==> src/rtl/ata_seq_pkg.sv <==
package ata_seq_pkg;

    // Enable bits; the packed order gives the bit map of en_wdata/en_state
    typedef struct packed {
        logic pkt_feat;   // bit 4
        logic auto_stat;  // bit 3
        logic crc_gate;   // bit 2
        logic auto_busy;  // bit 1
        logic pkt_irq;    // bit 0
    } en_t;

    localparam int EN_W = $bits(en_t);

    typedef enum logic [2:0] {
        SK_IDLE,
        SK_RAISE,
        SK_MARK,
        SK_DROP,
        SK_RETIRE
    } seek_st_t;

    // Automatic status-complete qualifier for a finished burst
    function automatic logic status_allowed(en_t e, logic crc_err);
        return e.auto_stat && !(e.crc_gate && crc_err);
    endfunction

endpackage

==> src/rtl/ata_seq_enables.sv <==
module ata_seq_enables
    import ata_seq_pkg::*;
(
    input  logic clk,
    input  logic rst,
    input  logic wr,
    input  en_t  wdata,
    input  logic drop_crc_gate,
    input  logic drop_auto_busy,
    output en_t  en_q
);

    en_t en_d;

    always_comb begin
        en_d = wr ? wdata : en_q;
        // self-clearing has priority over a firmware write
        if (drop_crc_gate)  en_d.crc_gate  = 1'b0;
        if (drop_auto_busy) en_d.auto_busy = 1'b0;
    end

    always_ff @(posedge clk) begin
        if (rst) en_q <= '0;
        else     en_q <= en_d;
    end

endmodule

==> src/rtl/ata_seq_seek.sv <==
module ata_seq_seek
    import ata_seq_pkg::*;
(
    input  logic clk,
    input  logic rst,
    input  logic auto_busy_en,
    input  logic trig,
    output logic bsy,
    output logic dsc,
    output logic pend,
    output logic drop_auto_busy
);

    seek_st_t st_q, st_d;
    logic     bsy_d, dsc_d, pend_d;

    always_comb begin
        st_d   = st_q;
        bsy_d  = bsy;
        dsc_d  = dsc;
        pend_d = pend;
        unique case (st_q)
            SK_IDLE: begin
                if (trig && auto_busy_en) begin
                    pend_d = 1'b1;
                    st_d   = SK_RAISE;
                end
            end
            SK_RAISE: begin
                bsy_d = 1'b1;
                st_d  = SK_MARK;
            end
            SK_MARK: begin
                dsc_d = 1'b1;
                st_d  = SK_DROP;
            end
            SK_DROP: begin
                bsy_d = 1'b0;
                st_d  = SK_RETIRE;
            end
            SK_RETIRE: begin
                pend_d = 1'b0;
                st_d   = SK_IDLE;
            end
            default: st_d = SK_IDLE;
        endcase
    end

    assign drop_auto_busy = (st_q == SK_RETIRE);

    always_ff @(posedge clk) begin
        if (rst) begin
            st_q <= SK_IDLE;
            bsy  <= 1'b0;
            dsc  <= 1'b0;
            pend <= 1'b0;
        end else begin
            st_q <= st_d;
            bsy  <= bsy_d;
            dsc  <= dsc_d;
            pend <= pend_d;
        end
    end

endmodule

==> src/rtl/ata_seq_status.sv <==
module ata_seq_status
    import ata_seq_pkg::*;
#(
    parameter int              CMD_W      = 8,
    parameter logic [CMD_W-1:0] PKT_OPCODE = 8'hA0
) (
    input  logic             clk,
    input  logic             rst,
    input  en_t              en,
    input  logic             burst_done,
    input  logic             burst_crc_err,
    input  logic             status_trig,
    input  logic             host_cmd_wr,
    input  logic [CMD_W-1:0] host_cmd,
    input  logic             irq_clr,
    output logic             status_done,
    output logic             hirq,
    output logic             drop_crc_gate
);

    logic run, pkt_hit, hirq_d;

    assign run           = status_trig || (burst_done && status_allowed(en, burst_crc_err));
    assign drop_crc_gate = run;
    assign pkt_hit       = host_cmd_wr && (host_cmd == PKT_OPCODE) && en.pkt_irq && en.pkt_feat;

    always_comb begin
        if (run || pkt_hit) hirq_d = 1'b1;
        else if (irq_clr)   hirq_d = 1'b0;
        else                hirq_d = hirq;
    end

    always_ff @(posedge clk) begin
        if (rst) begin
            status_done <= 1'b0;
            hirq        <= 1'b0;
        end else begin
            status_done <= run;
            hirq        <= hirq_d;
        end
    end

endmodule

==> src/rtl/ata_auto_status_seq.sv <==
module ata_auto_status_seq
    import ata_seq_pkg::*;
#(
    parameter int               CMD_W      = 8,
    parameter logic [CMD_W-1:0] PKT_OPCODE = 8'hA0
) (
    input  logic             clk,
    input  logic             rst,
    input  logic             en_wr,
    input  logic [4:0]       en_wdata,
    input  logic             status_trig,
    input  logic             seek_trig,
    input  logic             burst_done,
    input  logic             burst_crc_err,
    input  logic             host_cmd_wr,
    input  logic [CMD_W-1:0] host_cmd,
    input  logic             irq_clr,
    output logic [4:0]       en_state,
    output logic             seek_pend,
    output logic             bsy,
    output logic             dsc,
    output logic             hirq,
    output logic             status_done
);

    en_t  en_q;
    logic drop_crc_gate, drop_auto_busy;

    ata_seq_enables u_en (
        .clk            (clk),
        .rst            (rst),
        .wr             (en_wr),
        .wdata          (en_t'(en_wdata)),
        .drop_crc_gate  (drop_crc_gate),
        .drop_auto_busy (drop_auto_busy),
        .en_q           (en_q)
    );

    ata_seq_seek u_seek (
        .clk            (clk),
        .rst            (rst),
        .auto_busy_en   (en_q.auto_busy),
        .trig           (seek_trig),
        .bsy            (bsy),
        .dsc            (dsc),
        .pend           (seek_pend),
        .drop_auto_busy (drop_auto_busy)
    );

    ata_seq_status #(.CMD_W(CMD_W), .PKT_OPCODE(PKT_OPCODE)) u_stat (
        .clk           (clk),
        .rst           (rst),
        .en            (en_q),
        .burst_done    (burst_done),
        .burst_crc_err (burst_crc_err),
        .status_trig   (status_trig),
        .host_cmd_wr   (host_cmd_wr),
        .host_cmd      (host_cmd),
        .irq_clr       (irq_clr),
        .status_done   (status_done),
        .hirq          (hirq),
        .drop_crc_gate (drop_crc_gate)
    );

    assign en_state = en_q;

endmodule

==> config.mk <==
export PLATFORM = sky130hd
export DESIGN_NAME = ata_auto_status_seq
export DESIGN_NICKNAME = d
export VERILOG_FILES = /design/src/rtl/ata_seq_pkg.sv /design/src/rtl/ata_seq_enables.sv /design/src/rtl/ata_seq_seek.sv /design/src/rtl/ata_seq_status.sv /design/src/rtl/ata_auto_status_seq.sv
export SDC_FILE = /design/constraint.sdc
export NUM_CORES = 1
export LEC_CHECK = 0
export BUFFER_PORTS_ARGS = -buffer_cell sky130_fd_sc_hd__buf_2
export CELL_PAD_IN_SITES_DETAIL_PLACEMENT = 0
export CELL_PAD_IN_SITES_GLOBAL_PLACEMENT = 1
export CORE_ASPECT_RATIO = 0.8
export CORE_MARGIN = 2
export CORE_UTILIZATION = 24
export CTS_CLUSTER_DIAMETER = 40
export DETAILED_ROUTE_END_ITERATION = 10
export GPL_ROUTABILITY_DRIVEN = 1
export PLACE_DENSITY = 0.8
export SLEW_MARGIN = 25
export SYNTH_ARGS = -nofsm -noshare
export SYNTH_HDL_FRONTEND = slang
export SYNTH_SLANG_ARGS = --single-unit
==> constraint.sdc <==
create_clock -name clk -period 0.9 [get_ports clk]
set_input_delay 0.18 -clock clk [delete_from_list [all_inputs] [get_ports clk]]
set_output_delay 0.18 -clock clk [all_outputs]
set_load 0.005 [all_outputs]
; ---- Word-level counts from Yosys, hierarchy flattened
; Cells that the tools add are included.
[op_classes]
n_mux = 7
n_reduce_logical = 17
n_eq_ne = 6
[op_table]
columns = operator, count
row1 = case mux 3 bit (4 select lines), 1
row2 = "== test 8 bit, second input constant", 1
row3 = logical AND 1 bit, 7
row4 = "== test 3 x 2 -> 1 bit, second input constant", 2
row5 = nonzero test 2 bit, 3
row6 = case mux 1 bit (2 select lines), 2
row7 = OR reduction 2 bit, 2
row8 = "== test 3 x 1 -> 1 bit, second input constant", 1
row9 = "== test 3 bit, second input constant", 1
row10 = logical NOT 3 bit, 1
row11 = two-way mux 1 bit, 3
row12 = two-way mux 3 bit, 1
row13 = logical OR 1 bit, 2
row14 = "inequality test 2 x 1 -> 1 bit, second input constant", 1
row15 = AND reduction 2 bit, 1
row16 = logical NOT 1 bit, 1
[totals]
output_inout_bits = 10
input_bits = 22
register_bits = 13
word_cells = 41

; ---- Logic depth before layout (Yosys ltp)
[logic_depth]
ltp_word = 7
depth_mapped = 4

; ---- By module
; Synthesis repeated with hierarchy kept, for this count alone.
[hier_totals]
hier_cells = 52
hier_area_um2 = 511.7
[modules_own_cells]
columns = mod, cells_each, area_per_inst_um2, seq_area_each_um2, n_inst
row1 = ata_seq_seek, 24, 211.5, 120.1, 1
row2 = ata_seq_enables, 16, 182.7, 100.1, 1
row3 = ata_seq_status, 12, 117.6, 40.0, 1

; ---- Worst setup path before layout
; OpenSTA, ideal clock, no wires.
[synth_path]
path_kind = flip-flop to flip-flop
from = register u_seek.st_q[2]
to = register u_seek.bsy
period_less_slack_ps = 965
path_slack_ps = -65
n_path_buf = 1
arrival_time_ps = 894
path_stages_with_launch = 4
cell_sequence = dfxtp_1 > clkbuf_1 > or3_1 > a21oi_1
[synth_via]
elab_chain_cells = 2
word_cells_on_any_way = 4
cone_classes = 2 x eq/ne / 1 x mux / 1 x reduce/logical
[synth_lines]
columns = item, line
row1 = from (decl), ata_seq_seek.sv:14  ; seek_st_t st_q, st_d;
row2 = from (signal assigned), ata_seq_seek.sv:58  ; st_q <= st_d;
row3 = == test 3 x 2 -> 1 bit or == test 3 x 1 -> 1 bit (tied branches), ata_seq_seek.sv:22  ; unique case (st_q)
row4 = case mux 1 bit (2 select lines) or nonzero test 2 bit (tied branches), -
row5 = to (signal assigned), ata_seq_seek.sv:59  ; bsy <= bsy_d;
row6 = to (decl), ata_seq_seek.sv:8  ; output logic bsy,
; Several ways; a longest one is shown, not always the timed one.
; A chain may end at the register's enable or synchronous reset.

; ---- Worst setup path in the final report
[layout_path]
from = register, netlist name u_en.en_q[2]
to = output port en_state[2]
[layout_lines]
columns = item, line
row1 = to (decl), ata_auto_status_seq.sv:18  ; output logic [4:0] en_state,
; No word-level cell between the ends.

==> flow_metrics.tcl <==
set metrics [dict create \
    ys_warn_count 0 \
    synth_xor_area_share_pct 1.75 \
    grt_usage_pct 10.9 \
    cp_cell_sequence "buf_2" \
    drc 0 \
    gp_congestion 0.643 \
    antenna_found_initial 0 \
    vdd_drop_max_mv 0.821 \
    hold_viol_final 0 \
    crit_family "flip-flops" \
    timing.final.ws_setup_ps -4.44 \
    fin_area_sq_um 827 \
    slew_viol_final 0 \
    initial_core_util_pct 26.0 \
    dieHeight_um 44.8 \
    hold_path_startpoint "en_wdata[4]" \
    yosys_register_bits 13 \
    grt_start_max_net_pins 14 \
    slowest_delay_ps 330 \
    tightestPinTransition_ps 334 \
    muxShareOfSynthArea_pct 10.0 \
    grt_pass1_wl_mm 1.84 \
    rsz0062_at_grt "yes" \
    synth_common_cells "dfxtp_1 (13), nor2_1 (8), mux2i_1 (5)" \
    synth.yosys.seq_area_share_pct 52.0 \
    cp_max_fo 3 \
    synth_top_cell_by_area "dfxtp_1" \
    synth_edf_count 0 \
    drv_cap 0 \
    syn_area_sq_um 500 \
    routed_wirelength_mm 1.27 \
    gr-total-overflow 0 \
    crit_start "u_en.en_q[2]" \
    synth_most_common_cell "dfxtp_1" \
    path_clk_slew_ps 80 \
    dieWidth_um 55.1 \
    num_vias 515 \
    drtAntennaViolNets 0 \
    ys_top_cells_by_area "dfxtp_1 (52%), mux2i_1 (10%), nor2_1 (6.0%), a21oi_1 (3.0%), a211oi_1 (3.0%)" \
    syn_nets 75 \
    setup_viol 1 \
    row_count 14 \
    hold_ws_ps 135 \
    ctsRootBufferMaster "clkbuf_4" \
    core_area_sq_mm 0.00193 \
    cts_tree "done" \
    n_antenna_cell 0 \
    first_pass_iters 2 \
    outcome "finished, violations left" \
    routedWlPerCell_um 10.9 \
    syn_area_per_cell_sq_um 9.44 \
    placed_area_sq_um 704 \
    end_kind "output port" \
    grt_pass1_vias 437 \
    synth_top_family_by_area "simple AND/OR/NAND/NOR gates" \
    fin_setup_tns_ps -4.44 \
    failed_checks "negative setup slack" \
    reg2reg_from "u_stat.hirq" \
    fin_crit_ps 904 \
    viasPerCell 4.40 \
    clkLatencyLatePin_ps 280 \
    io_buffers 31 \
    synth_flop_cell "dfxtp_1" \
    path_buf_inv 1 \
    async_reset_ff_share_pct 0 \
    finalNetCount 116 \
    critPathLaunchType "register" \
    power_density_mw_per_mm2 1470 \
    arrival_ps 720 \
    top_level_ports 32 \
    period_share_pct 100 \
    yosysUniqueCellTypes 22 \
    cp.required_ps 720 \
    relSlewSlack_pct 77.5 \
    cpMaxStageDelayCell "dfxtp_2" \
    hpwl_um 936 \
    post-place-ws_ps -95.8 \
    synth-compound-area-share_pct 12.5 \
    numCtsBuffers 3 \
    drt_iter0_markers 3 \
    path_class "reg2out" \
    htree_num_levels 1 \
    fin_skew_ps 3.50 \
    leakagePower_nw 0.382 \
    hold_path.class "in2reg" \
    drive_gt1_share_pct 68.8 \
    synth_fa_ha_area_share_pct 0 \
    clockBufferDepth 2 \
    syn2layout_area_growth_pct 65.2 \
    clock-sinks 13 \
    synth_top_area_share_pct 52.0 \
    yosys.area_share.simple_pct 19.0 \
    die_area_sq_mm 0.00247 \
    max_freq_ghz 1.11 \
    postSynthCellCount 53 \
]
## power by group
group	switching (mW)	internal (mW)	total [mW]
clock network	0.190	0.172	0.362
registers	0.0193	0.613	0.632
logic	0.0927	0.126	0.219
total	0.302	0.911	1.21
## per-stage QoR
| step | power [mW] | util (%) | instances |
|---|---|---|---|
| finish | 1.21 | 42.9 | 117 |
| global route | 1.28 | 42.9 | 117 |
| floorplan | 0.718 | - | 53 |
| detailed placement | 0.818 | 36.6 | 109 |
| global placement | 0.814 | 36.6 | 109 |
| CTS | 1.20 | 40.6 | 117 |
## path summary, 6_finish.rpt
check                                      end  slack, ps  cells after the start
worst max-delay path               en_state[2]         -4                      1
worst min-delay path              u_en.en_q[4]        130                      3
worst max register to register     u_stat.hirq         -4                      3
worst min register to register  u_seek.st_q[1]        460                      1
## cell usage in the layout (no fill, tap or decap), types with 2 or more instances in the layout
cell	count
nor2_1	7
clkbuf_4	3
nor3_1	2
a21oi_1	2
dfxtp_2	12
buf_4	8
buf_6	2
mux2i_1	5
nand2_1	2
buf_2	30
## kinds of logic after synthesis
kind of cell	after synthesis
AND/OR/NAND/NOR	19
flip-flops	13
AO/OA/AOI/OAI	10
multiplexers	5
buffers and inverters	5
XOR/XNOR	1
## state kept, by name, summed over array words and instances (netlist names)
register / flops
u_seek.bsy: 1
u_stat.hirq: 1
u_en.en_q: 5
u_seek.pend: 1
u_seek.dsc: 1
u_stat.status_done: 1
u_seek.st_q: 3
## cell type report
| type | instances | area, sq um |
|---|---|---|
| timing repair buffer | 40 | 233 |
| multi-input combinational | 35 | 259 |
| inverter | 1 | 3.75 |
| clock buffer | 4 | 26.3 |
| fill | 201 | 1100 |
| sequential | 13 | 275 |
| tap | 24 | 30.0 |
## repair_timing
action | in CTS | in global routing
pin swaps | 5 | 3
endpoints found under the setup margin | 14 | 15
hold buffers | 0 | 0
gates resized for setup | 10 | 13
buffers inserted | 4 | 0
## routing by layer
layer / up-vias / part of all wire [%] / global-route usage (%) / routed length [um]
met5: - / 0 / 0 / 0
met4: 0 / 0.47 / 4.39 / 6
met3: 2 / 5.7 / 4.97 / 72
met2: 15 / 46 / 15.5 / 582
met1: 227 / 48 / 14.5 / 612
li1: 271 / - / - / -
Note: power is estimated with default switching activity, not from simulation.
